**src/rtl/wdt_pkg.sv**
```systemverilog
package wdt_pkg;
    typedef enum logic [1:0] {
        WS_IDLE  = 2'd0,
        WS_ARM   = 2'd1,
        WS_PULSE = 2'd2
    } wd_state_e;
endpackage

```
**src/rtl/wdt_ext_sampler.sv**
```systemverilog
module wdt_ext_sampler (
    input  logic clk,
    input  logic rst_n,
    input  logic pin,
    input  logic mc_stb,
    input  logic pd,
    output logic fall
);
    logic sync1_q, sync2_q, smp_q;
    logic smp_en;

    // in power-down the strobe is gone: look at the pin on every clock
    assign smp_en = pd | mc_stb;

    always_ff @(posedge clk or negedge rst_n) begin
        if (!rst_n) begin
            sync1_q <= 1'b0;
            sync2_q <= 1'b0;
            smp_q   <= 1'b0;
        end else begin
            sync1_q <= pin;
            sync2_q <= sync1_q;
            if (smp_en) smp_q <= sync2_q;
        end
    end

    assign fall = smp_en & smp_q & ~sync2_q;
endmodule

```
**src/rtl/wdt_cnt_core.sv**
```systemverilog
module wdt_cnt_core #(
    parameter int CNT_W  = 32,
    parameter int BYTE_W = 8,
    localparam int NBYTES = CNT_W / BYTE_W,
    localparam int SEL_W  = (NBYTES > 1) ? $clog2(NBYTES) : 1
) (
    input  logic              clk,
    input  logic              rst_n,
    input  logic              inc,
    input  logic              hold_zero,
    input  logic              wr_en,
    input  logic [SEL_W-1:0]  wr_sel,
    input  logic [BYTE_W-1:0] wr_data,
    output logic              ovf_evt
);
    logic [CNT_W-1:0]  cnt_q, cnt_d;
    logic [NBYTES-1:0] byte_hit;

    for (genvar b = 0; b < NBYTES; b++) begin : g_hit
        assign byte_hit[b] = wr_en && (wr_sel == SEL_W'(b));
    end

    always_comb begin
        cnt_d = cnt_q;
        if (hold_zero) begin
            cnt_d = '0;
        end else if (wr_en) begin
            for (int b = 0; b < NBYTES; b++) begin
                if (byte_hit[b]) cnt_d[b*BYTE_W +: BYTE_W] = wr_data;
            end
        end else if (inc) begin
            cnt_d = cnt_q + 1'b1;
        end
    end

    always_ff @(posedge clk or negedge rst_n) begin
        if (!rst_n) cnt_q <= '0;
        else        cnt_q <= cnt_d;
    end

    assign ovf_evt = inc && !wr_en && !hold_zero && (&cnt_q);
endmodule

```
**src/rtl/wdt_rst_fsm.sv**
```systemverilog
module wdt_rst_fsm
    import wdt_pkg::*;
#(
    parameter int RST_LEN = 5,
    localparam int PCW = $clog2(RST_LEN + 1)
) (
    input  logic clk,
    input  logic rst_n,
    input  logic mc_stb,
    input  logic ovf_evt,
    input  logic wd_en,
    output logic sys_rst,
    output logic hold_zero
);
    wd_state_e        state_q, state_d;
    logic [PCW-1:0]   pcnt_q, pcnt_d;

    always_ff @(posedge clk or negedge rst_n) begin
        if (!rst_n) begin
            state_q <= WS_IDLE;
            pcnt_q  <= '0;
        end else begin
            state_q <= state_d;
            pcnt_q  <= pcnt_d;
        end
    end

    always_comb begin
        state_d = state_q;
        pcnt_d  = pcnt_q;
        unique case (state_q)
            WS_IDLE: begin
                pcnt_d = '0;
                if (ovf_evt && wd_en) state_d = WS_ARM;
            end
            WS_ARM: begin
                pcnt_d = '0;
                if (mc_stb) state_d = WS_PULSE;
            end
            WS_PULSE: begin
                if (mc_stb) begin
                    if (pcnt_q == PCW'(RST_LEN - 1)) begin
                        state_d = WS_IDLE;
                        pcnt_d  = '0;
                    end else begin
                        pcnt_d = pcnt_q + 1'b1;
                    end
                end
            end
            default: begin
                state_d = WS_IDLE;
                pcnt_d  = '0;
            end
        endcase
    end

    always_comb begin
        unique case (state_q)
            WS_PULSE: begin
                sys_rst   = 1'b1;
                hold_zero = 1'b1;
            end
            default: begin
                sys_rst   = 1'b0;
                hold_zero = 1'b0;
            end
        endcase
    end
endmodule

```
**src/rtl/wdt_timer.sv**
```systemverilog
module wdt_timer #(
    parameter int CNT_W   = 32,
    parameter int BYTE_W  = 8,
    parameter int RST_LEN = 5,
    localparam int NBYTES = CNT_W / BYTE_W,
    localparam int SEL_W  = (NBYTES > 1) ? $clog2(NBYTES) : 1
) (
    input  logic              clk,
    input  logic              rst_n,
    input  logic              mc_stb,
    input  logic              ext_pin,
    input  logic              sel_ext,
    input  logic              wd_en,
    input  logic              run,
    input  logic              pd,
    input  logic              wr_en,
    input  logic [SEL_W-1:0]  wr_sel,
    input  logic [BYTE_W-1:0] wr_data,
    input  logic              flag_wr,
    input  logic              flag_wdata,
    input  logic              irq_ack,
    output logic              ovf_flag,
    output logic              irq,
    output logic              sys_rst
);
    logic ext_fall, inc, ovf_evt, hold_zero;
    logic flag_q, irq_q, sw_clear;

    wdt_ext_sampler u_smp (
        .clk    (clk),
        .rst_n  (rst_n),
        .pin    (ext_pin),
        .mc_stb (mc_stb),
        .pd     (pd),
        .fall   (ext_fall)
    );

    assign inc = run && (sel_ext ? ext_fall : (mc_stb && !pd));

    wdt_cnt_core #(.CNT_W(CNT_W), .BYTE_W(BYTE_W)) u_cnt (
        .clk       (clk),
        .rst_n     (rst_n),
        .inc       (inc),
        .hold_zero (hold_zero),
        .wr_en     (wr_en),
        .wr_sel    (wr_sel),
        .wr_data   (wr_data),
        .ovf_evt   (ovf_evt)
    );

    wdt_rst_fsm #(.RST_LEN(RST_LEN)) u_fsm (
        .clk       (clk),
        .rst_n     (rst_n),
        .mc_stb    (mc_stb),
        .ovf_evt   (ovf_evt),
        .wd_en     (wd_en),
        .sys_rst   (sys_rst),
        .hold_zero (hold_zero)
    );

    assign sw_clear = irq_ack || (flag_wr && !flag_wdata);

    always_ff @(posedge clk or negedge rst_n) begin
        if (!rst_n) begin
            flag_q <= 1'b0;
            irq_q  <= 1'b0;
        end else begin
            if (ovf_evt)      flag_q <= 1'b1;
            else if (irq_ack) flag_q <= 1'b0;
            else if (flag_wr) flag_q <= flag_wdata;

            if (ovf_evt && !wd_en) irq_q <= 1'b1;
            else if (sw_clear)     irq_q <= 1'b0;
        end
    end

    assign ovf_flag = flag_q;
    assign irq      = irq_q;
endmodule

```
**config.mk**
```make
export PLATFORM = sky130hd
export DESIGN_NAME = wdt_timer
export DESIGN_NICKNAME = d
export VERILOG_FILES = /design/src/rtl/wdt_pkg.sv /design/src/rtl/wdt_ext_sampler.sv /design/src/rtl/wdt_cnt_core.sv /design/src/rtl/wdt_rst_fsm.sv /design/src/rtl/wdt_timer.sv
export SDC_FILE = /design/constraint.sdc
export NUM_CORES = 1
export LEC_CHECK = 0
export ABC_AREA = 1
export BUFFER_PORTS_ARGS = -buffer_cell sky130_fd_sc_hd__buf_2
export CORE_ASPECT_RATIO = 2
export CORE_MARGIN = 4
export CORE_UTILIZATION = 60
export CTS_BUF_LIST = sky130_fd_sc_hd__clkbuf_16
export DETAILED_ROUTE_END_ITERATION = 16
export GPL_ROUTABILITY_DRIVEN = 0
export PLACE_DENSITY = 0.78
export SLEW_MARGIN = 20
export SYNTH_ARGS = -nofsm -noshare
export SYNTH_HDL_FRONTEND = slang
export SYNTH_SLANG_ARGS = --single-unit
```
**constraint.sdc**
```tcl
create_clock -name clk -period 1.69 [get_ports clk]
set_input_delay 0.338 -clock clk [delete_from_list [all_inputs] [get_ports clk]]
set_output_delay 0.338 -clock clk [all_outputs]
set_load 0.005 [all_outputs]
```
==> out/summary.txt, run 1 <==
status: complete, no violations
clk_skew: 0.003244 ns
worst hold path type: input port to flop
Reg power frac: 44.9%
met2 usage in global routing: 53.44%
worst hold path cell count: 1
Max-Cap Viols: 0
largest net degree at the start of global routing: 27
Inserted Diodes: 0
Cell Area, Synth: 3059 µm²
die width: 58.49 µm
synth unique cells: 31
worst-skew pair later-pin latency: 0.29 ns
Post-Route Utilization: 70.29%
crit end category: flop
Critical Path RT: 1.87 ns
final net count: 556
dpl hpwl: 6.857 mm
PortBufs: 24
vias: 3,222
switching share of power: 35.56%
Starting Density: 62.31%
Worst EP arrival: 1.79 ns
Initial DRC Count: 159
Tmin final: 1.611 ns
die area: 6374 µm²
Slew HR: 52.33%
Max Slew Vio Count: 0
hold path endpoint: u_smp.sync1_q
Chip Height: 109.0 µm
met3 global-route usage: 4.384%
VDD IR max: 0.0009230 V
Layout area overhead: 12.80%
max frequency: 0.6209 GHz
H-tree levels: 2
I/O pin count: 25
actual slew at the worst max-slew pin: 0.7150 ns
gr busiest metal: met2
sequential fraction of the synthesis area: 34.36%
Yosys Warn Count: 0
DRC: 0
Core ar.: 4910 µm²
net load switching power: 1.091 mW
logic gate share of total power: 24.0%
Worst R2R Start: u_fsm.state_q[1]
setup TNS: 0 ns
HP Start: ext_pin
CTS Buf Count: 5
Setup Crit Path Kind: flop to flop
syn nets: 524
final setup vio count: 0
Crit Reg-Reg Endpoint: u_cnt.cnt_q[18]
Pint: 1.977 mW
crit-path max FO: 14
Clock Power Share: 31.1%
row cnt: 36
Leak Pwr: 1.715 nW
RSZ-0062 raised after global routing: true
Tcrit/Tclk final: 95.30%
vias in the first global route: 3,134
dominant synthesized flop cell: dfrtp_1
clock tree root buffer cell: clkbuf_16
share of layout cells above drive strength 1: 14.66%
# fillers: 465
first-pass GRT wire length: 14.55 mm
Overflow after GRT: 0
clock sink total: 42
vias per cell: 5.470
Final ANT Viol Nets: 0
total track usage: 30.38%
endpoints failing hold: 0
clock buffer depth: 2
Setup crit start kind: flop
reg2reg path depth: 8
clock slew at reported path FFs: 0.06 ns
initial antenna violation count: 0
Syn Inst Count: 499
Post-synth ARST share: 100.0%
Worst R2R Setup Slack: 0.08 ns
total setup buffers inserted after CTS: 0
first-pass iteration count of the detailed router: 4
EDFF count, synth: 0
grt met1 use: 31.78%
TritonCTS clock tree: built
DR WL/cell: 14.99 µm
register bit total from synthesis: 42
PwrDens: 889.1 nW/µm²
mean post-synth cell area: 6.131 µm²
WL final: 8.829 mm
[worst max path at each step]
| stage | from | to | depth (start not counted) |
|---|---|---|---|
| floorplan | u_cnt.cnt_q[0] | u_cnt.cnt_q[26] | 10 |
| CTS | u_cnt.cnt_q[1] | u_cnt.cnt_q[26] | 10 |
| global placement | mc_stb | u_cnt.cnt_q[11] | 11 |
| global route | u_fsm.state_q[1] | u_cnt.cnt_q[19] | 8 |
| detailed placement | mc_stb | u_cnt.cnt_q[11] | 11 |
| finish | u_fsm.state_q[1] | u_cnt.cnt_q[18] | 8 |
[logic make-up after synthesis]
group / synth area share [%]
flip-flops: 34.36
adder cells (fa/ha/maj): 1.227
AND/OR/NAND/NOR: 48.14
AO/OA/AOI/OAI: 7.117
buffers and inverters: 7.444
XOR/XNOR: 1.718
[stage by stage]
step	worst slack, ns	hold slack, ns	power, mW	instances	instance area (µm²)
after detailed placement	-0.03599	0.3019	2.091	580	3268
after floorplan	0.1738	0.04241	1.845	499	3059
final	0.07937	0.1577	3.068	589	3451
after global placement	0.02943	0.2969	2.062	580	3268
after global routing	-0.06162	0.1508	3.241	589	3451
after CTS	0.03652	0.1579	3.034	589	3420
[layout by cell type, fill, tap and decap left out, types with 2 or more instances in the layout]
master	n
nor2_1	70
nand3b_1	2
nand2_4	2
buf_4	7
xnor2_1	3
inv_1	39
dfrtp_1	39
nand3_1	32
nor2_2	15
clkbuf_16	5
a21oi_1	7
o21bai_1	4
or2_2	2
or2_1	4
ha_1	2
inv_2	7
xor2_1	3
buf_2	24
nand4_1	2
o21ai_0	11
nand2_1	218
o21ai_2	2
nand2_2	3
dfrtp_2	3
nor3_1	2
o21ai_1	12
[power groups by stage]
stage | Clock (mW) | Sequential, mW | Combinational (mW)
2_1_floorplan | 0 | 1.31 | 0.532
3_3_place_gp | 0 | 1.37 | 0.695
3_5_place_dp | 0 | 1.37 | 0.720
4_1_cts | 0.951 | 1.36 | 0.726
5_1_grt | 0.989 | 1.40 | 0.853
6_report | 0.955 | 1.38 | 0.736
[routing by layer]
| metal | part of all wire [%] | vias up |
|---|---|---|
| li1 | - | 1605 |
| met1 | 35 | 1462 |
| met2 | 52 | 118 |
| met3 | 5.1 | 37 |
| met4 | 7.5 | 0 |
| met5 | 0 | - |
[cell usage after synthesis (all sizes together) (3+ instances only)]
| master | number | area share, % |
|---|---|---|
| ha | 3 | 1.2 |
| o21ai | 25 | 4.3 |
| xnor2 | 3 | 0.86 |
| or2 | 6 | 1.2 |
| o21bai | 4 | 0.98 |
| inv | 46 | 5.6 |
| nand3 | 34 | 5.9 |
| dfrtp | 42 | 34 |
| nor2 | 86 | 12 |
| xor2 | 3 | 0.86 |
| buf | 6 | 1.6 |
| a21oi | 7 | 1.1 |
| nand2 | 223 | 28 |
[flip-flops by register name, summed over array words and instances (netlist names)]
| register | cells |
|---|---|
| irq | 1 |
| ovf_flag | 1 |
| u_cnt.cnt_q | 32 |
| u_smp.smp_q | 1 |
| u_fsm.pcnt_q | 3 |
| u_fsm.state_q | 2 |
| u_smp.sync2_q | 1 |
| u_smp.sync1_q | 1 |
[layout make-up]
cell class / count / area (µm²) / area share (%)
clock buffers: 5 / 125.1 / 3.626
clock inverters: 3 / 16.27 / 0.4714
inverters: 46 / 172.7 / 5.004
multi-input cells: 403 / 1808 / 52.39
flip-flops and latches: 42 / 1055 / 30.57
well taps: 57 / 71.32 / 2.067
repair buffers: 33 / 202.7 / 5.874
[repair_timing]
item | 4_1_cts | 5_1_grt
setup endpoints to repair | 0 | 22
hold buffers | 1 | 0
gates resized for setup | 0 | 12
endpoints found under the hold margin | 7 | 0
[critical path: stages, from the launching register on]
cell	delay, ns
dfrtp_1	0.39
inv_2	0.07
nor2_2	0.06
inv_2	0.06
nand2_1	0.09
o21ai_2	0.61
nor2_1	0.08
nand2_1	0.08
nand2_1	0.06
(Power assumes the default switching activity.)
==> run 2: changes to the inputs <==
Settings changed: BUFFER_PORTS_ARGS -buffer_cell sky130_fd_sc_hd__buf_2 to -buffer_cell sky130_fd_sc_hd__buf_4.
==> run 2 against run 1 <==
Design area grew 3.0%. Power increased by 5.3%. Utilization increased by 2.1 points. Register-to-register slack hardly changed. Global-route usage is 0.37 points higher. Non-clock buffer count increased by 4. Worst setup slack lost 0.015 ns. Critical path type unchanged. Critical endpoint is now u_cnt.cnt_q[14]. Largest cell class unchanged.
==> out/summary.txt, run 2 (synthesis gave the netlist of run 1 again) <==
Final ANT Viol Nets: 0 (unchanged)
status: complete, no violations
TritonCTS clock tree: built
Starting Density: 62.31% (unchanged)
hold bufs inserted after CTS: 0 (-1)
Setup crit start kind: flop
total track usage: 30.75% (+0.37 points)
clock slew at reported path FFs: 0.06 ns (about the same)
Worst R2R Setup Slack: 0.06 ns (about the same)
met3 wire length: 338 µm (-25%)
Core ar.: 4910 µm² (unchanged)
largest net degree at the start of global routing: 43 (+59%)
Overflow after GRT: 0 (unchanged)
VDD IR max: 0.0008321 V (-9.9%)
Initial DRC Count: 180 (+13%)
Chip Height: 109.0 µm (unchanged)
Worst R2R Start: u_fsm.state_q[1]
H-tree levels: 2 (unchanged)
worst hold path type: input port to asynchronous set/reset pin
final net count: 560 (+0.72%)
most frequent cells in the layout: 219 x nand2_1, 70 x nor2_1, 41 x dfrtp_1, 40 x inv_1, 37 x buf_4
M1 WL: 3.178 mm (+1.9%)
hold_ws: 0.04276 ns (-0.1149 ns)
Inserted Diodes: 0 (unchanged)
post-route insts no fill: 593 (+0.68%)
PortBufs: 24 (unchanged)
total power: 3.230 mW (+5.3%)
first-pass iteration count of the detailed router: 4 (unchanged)
max frequency: 0.6153 GHz (-0.90%)
crit end category: flop
clock tree root buffer cell: clkbuf_16
CTS Buf Count: 5 (unchanged)
Top Registers: u_cnt.cnt_q: 32 flops, u_fsm.pcnt_q: 3 flops, u_fsm.state_q: 2 flops
die area: 6374 µm² (unchanged)
max reg flops: 32 (unchanged)
worst-skew pair later-pin latency: 0.29 ns (about the same)
Setup Crit Path Kind: flop to flop
Worst EP arrival: 1.80 ns (about the same)
PwrDens: 908.7 nW/µm² (+2.2%)
DR WL/cell: 15.18 µm (+1.3%)
post-route cell area: 3555 µm² (+3.0%)
initial antenna violation count: 0 (unchanged)
WL final: 9.003 mm (+2.0%)
Max-Cap Viols: 0 (unchanged)
Critical Path RT: 1.87 ns (about the same)
reg2reg path depth: 9 (+1)
RSZ-0062 raised after global routing: true
Tcrit/Tclk final: 96.16% (+0.86 points)
Slew HR: 63.29% (+11 points)
register with the most flip-flops: u_cnt.cnt_q
first-pass GRT wire length: 14.70 mm (+1.0%)
I/O pin count: 25 (unchanged)
Area after DPL: 3338 µm² (+2.1%)
crit-path max FO: 8 (-6)
commonest non-fill, non-tap cell in the layout: nand2_1
final setup vio count: 0 (unchanged)
die width: 58.49 µm (unchanged)
dpl hpwl: 7.021 mm (+2.4%)
clock sink total: 42 (unchanged)
DR top layer: met4
Tmin final: 1.625 ns (+0.01455 ns)
clk_skew: 0.006219 ns (+0.002975 ns)
vias in the first global route: 3,252 (+3.8%)
DRC: 0 (unchanged)
vias per cell: 5.423 (-0.86%)
cell total after placement: 583 (+0.52%)
endpoints failing hold: 0 (unchanged)
actual slew at the worst max-slew pin: 0.5507 ns (-0.1643 ns)
clock buffer depth: 2 (unchanged)
Leak Pwr: 1.766 nW (+3.0%)
# fillers: 437 (-6.0%)
row cnt: 36 (unchanged)
Layout area overhead: 16.20%
Crit Reg-Reg Endpoint: u_cnt.cnt_q[14]
vias: 3,216 (-0.19%)
Max Slew Vio Count: 0 (unchanged)
met2 wire length: 4.777 mm (+4.0%)
share of layout cells above drive strength 1: 15.11% (+0.45 points)
run 2: changes by cell type in the layout (fill, tap and decap cells not counted), moves of 2 or more:
cell,previous run,this run
buf_2,24,0
buf_4,7,37
dfrtp_1,39,41
dfrtp_2,3,1
run 2: repair_timing:
item	in CTS	in global routing
buffers inserted	0	2
resized for setup	0	11
endpoints found under the setup margin	0	21
run 2: power by group:
group          total, mW  internal, mW  switching (mW)
clock network       1.09         0.691           0.395
registers           1.37          1.16           0.212
logic              0.772         0.303           0.469
run 2: final cells by class:
type                       count  area (µm²)  share of cell area, %
sequential                    42        1052                  29.60
clock buffer                   5       125.1                  3.520
clock inverter                 3       41.29                  1.162
tap                           57       71.32                  2.006
timing repair buffer          37       277.8                  7.814
multi-input combinational    403        1814                  51.04
inverter                      46       172.7                  4.857
run 2: worst max-delay path by stage:
stage / from / end / slack [ns] / cells after the start
floorplan: u_cnt.cnt_q[0] / u_cnt.cnt_q[26] / 0.17 / 10
global placement: mc_stb / u_cnt.cnt_q[14] / 0.12 / 11
detailed placement: u_cnt.cnt_q[1] / u_cnt.cnt_q[26] / 0.05 / 10
CTS: u_cnt.cnt_q[1] / u_cnt.cnt_q[26] / 0.03 / 10
global route: u_cnt.cnt_q[1] / u_cnt.cnt_q[26] / -0.08 / 10
finish: u_fsm.state_q[1] / u_cnt.cnt_q[14] / 0.06 / 9
run 2: critical path: stages (launching register included):
cell and delay, ns:
dfrtp_1 0.39, inv_2 0.08, nor2_2 0.07, inv_2 0.06, nand2_1 0.09, buf_4 0.16, o21ai_2 0.35, inv_2 0.14
nand3_1 0.11, nand2_1 0.05
run 2: per-layer routing:
layer	GRT usage [%]	up-vias
li1	-	1609
met1	29.83	1459
met2	55.84	103
met3	4.621	45
met4	23.05	0
met5	0	-
run 2: per-stage QoR:
| step | util [%] | setup slack (ns) | setup TNS [ns] |
|---|---|---|---|
| final | 72.40 | 0.06482 | 0 |
| after global routing | 72.40 | -0.07604 | -0.1977 |
| after CTS | 71.38 | 0.02559 | 0 |
| after detailed placement | 67.99 | 0.05398 | 0 |
| after global placement | 67.99 | 0.1244 | 0 |
| after floorplan | - | 0.1738 | 0 |
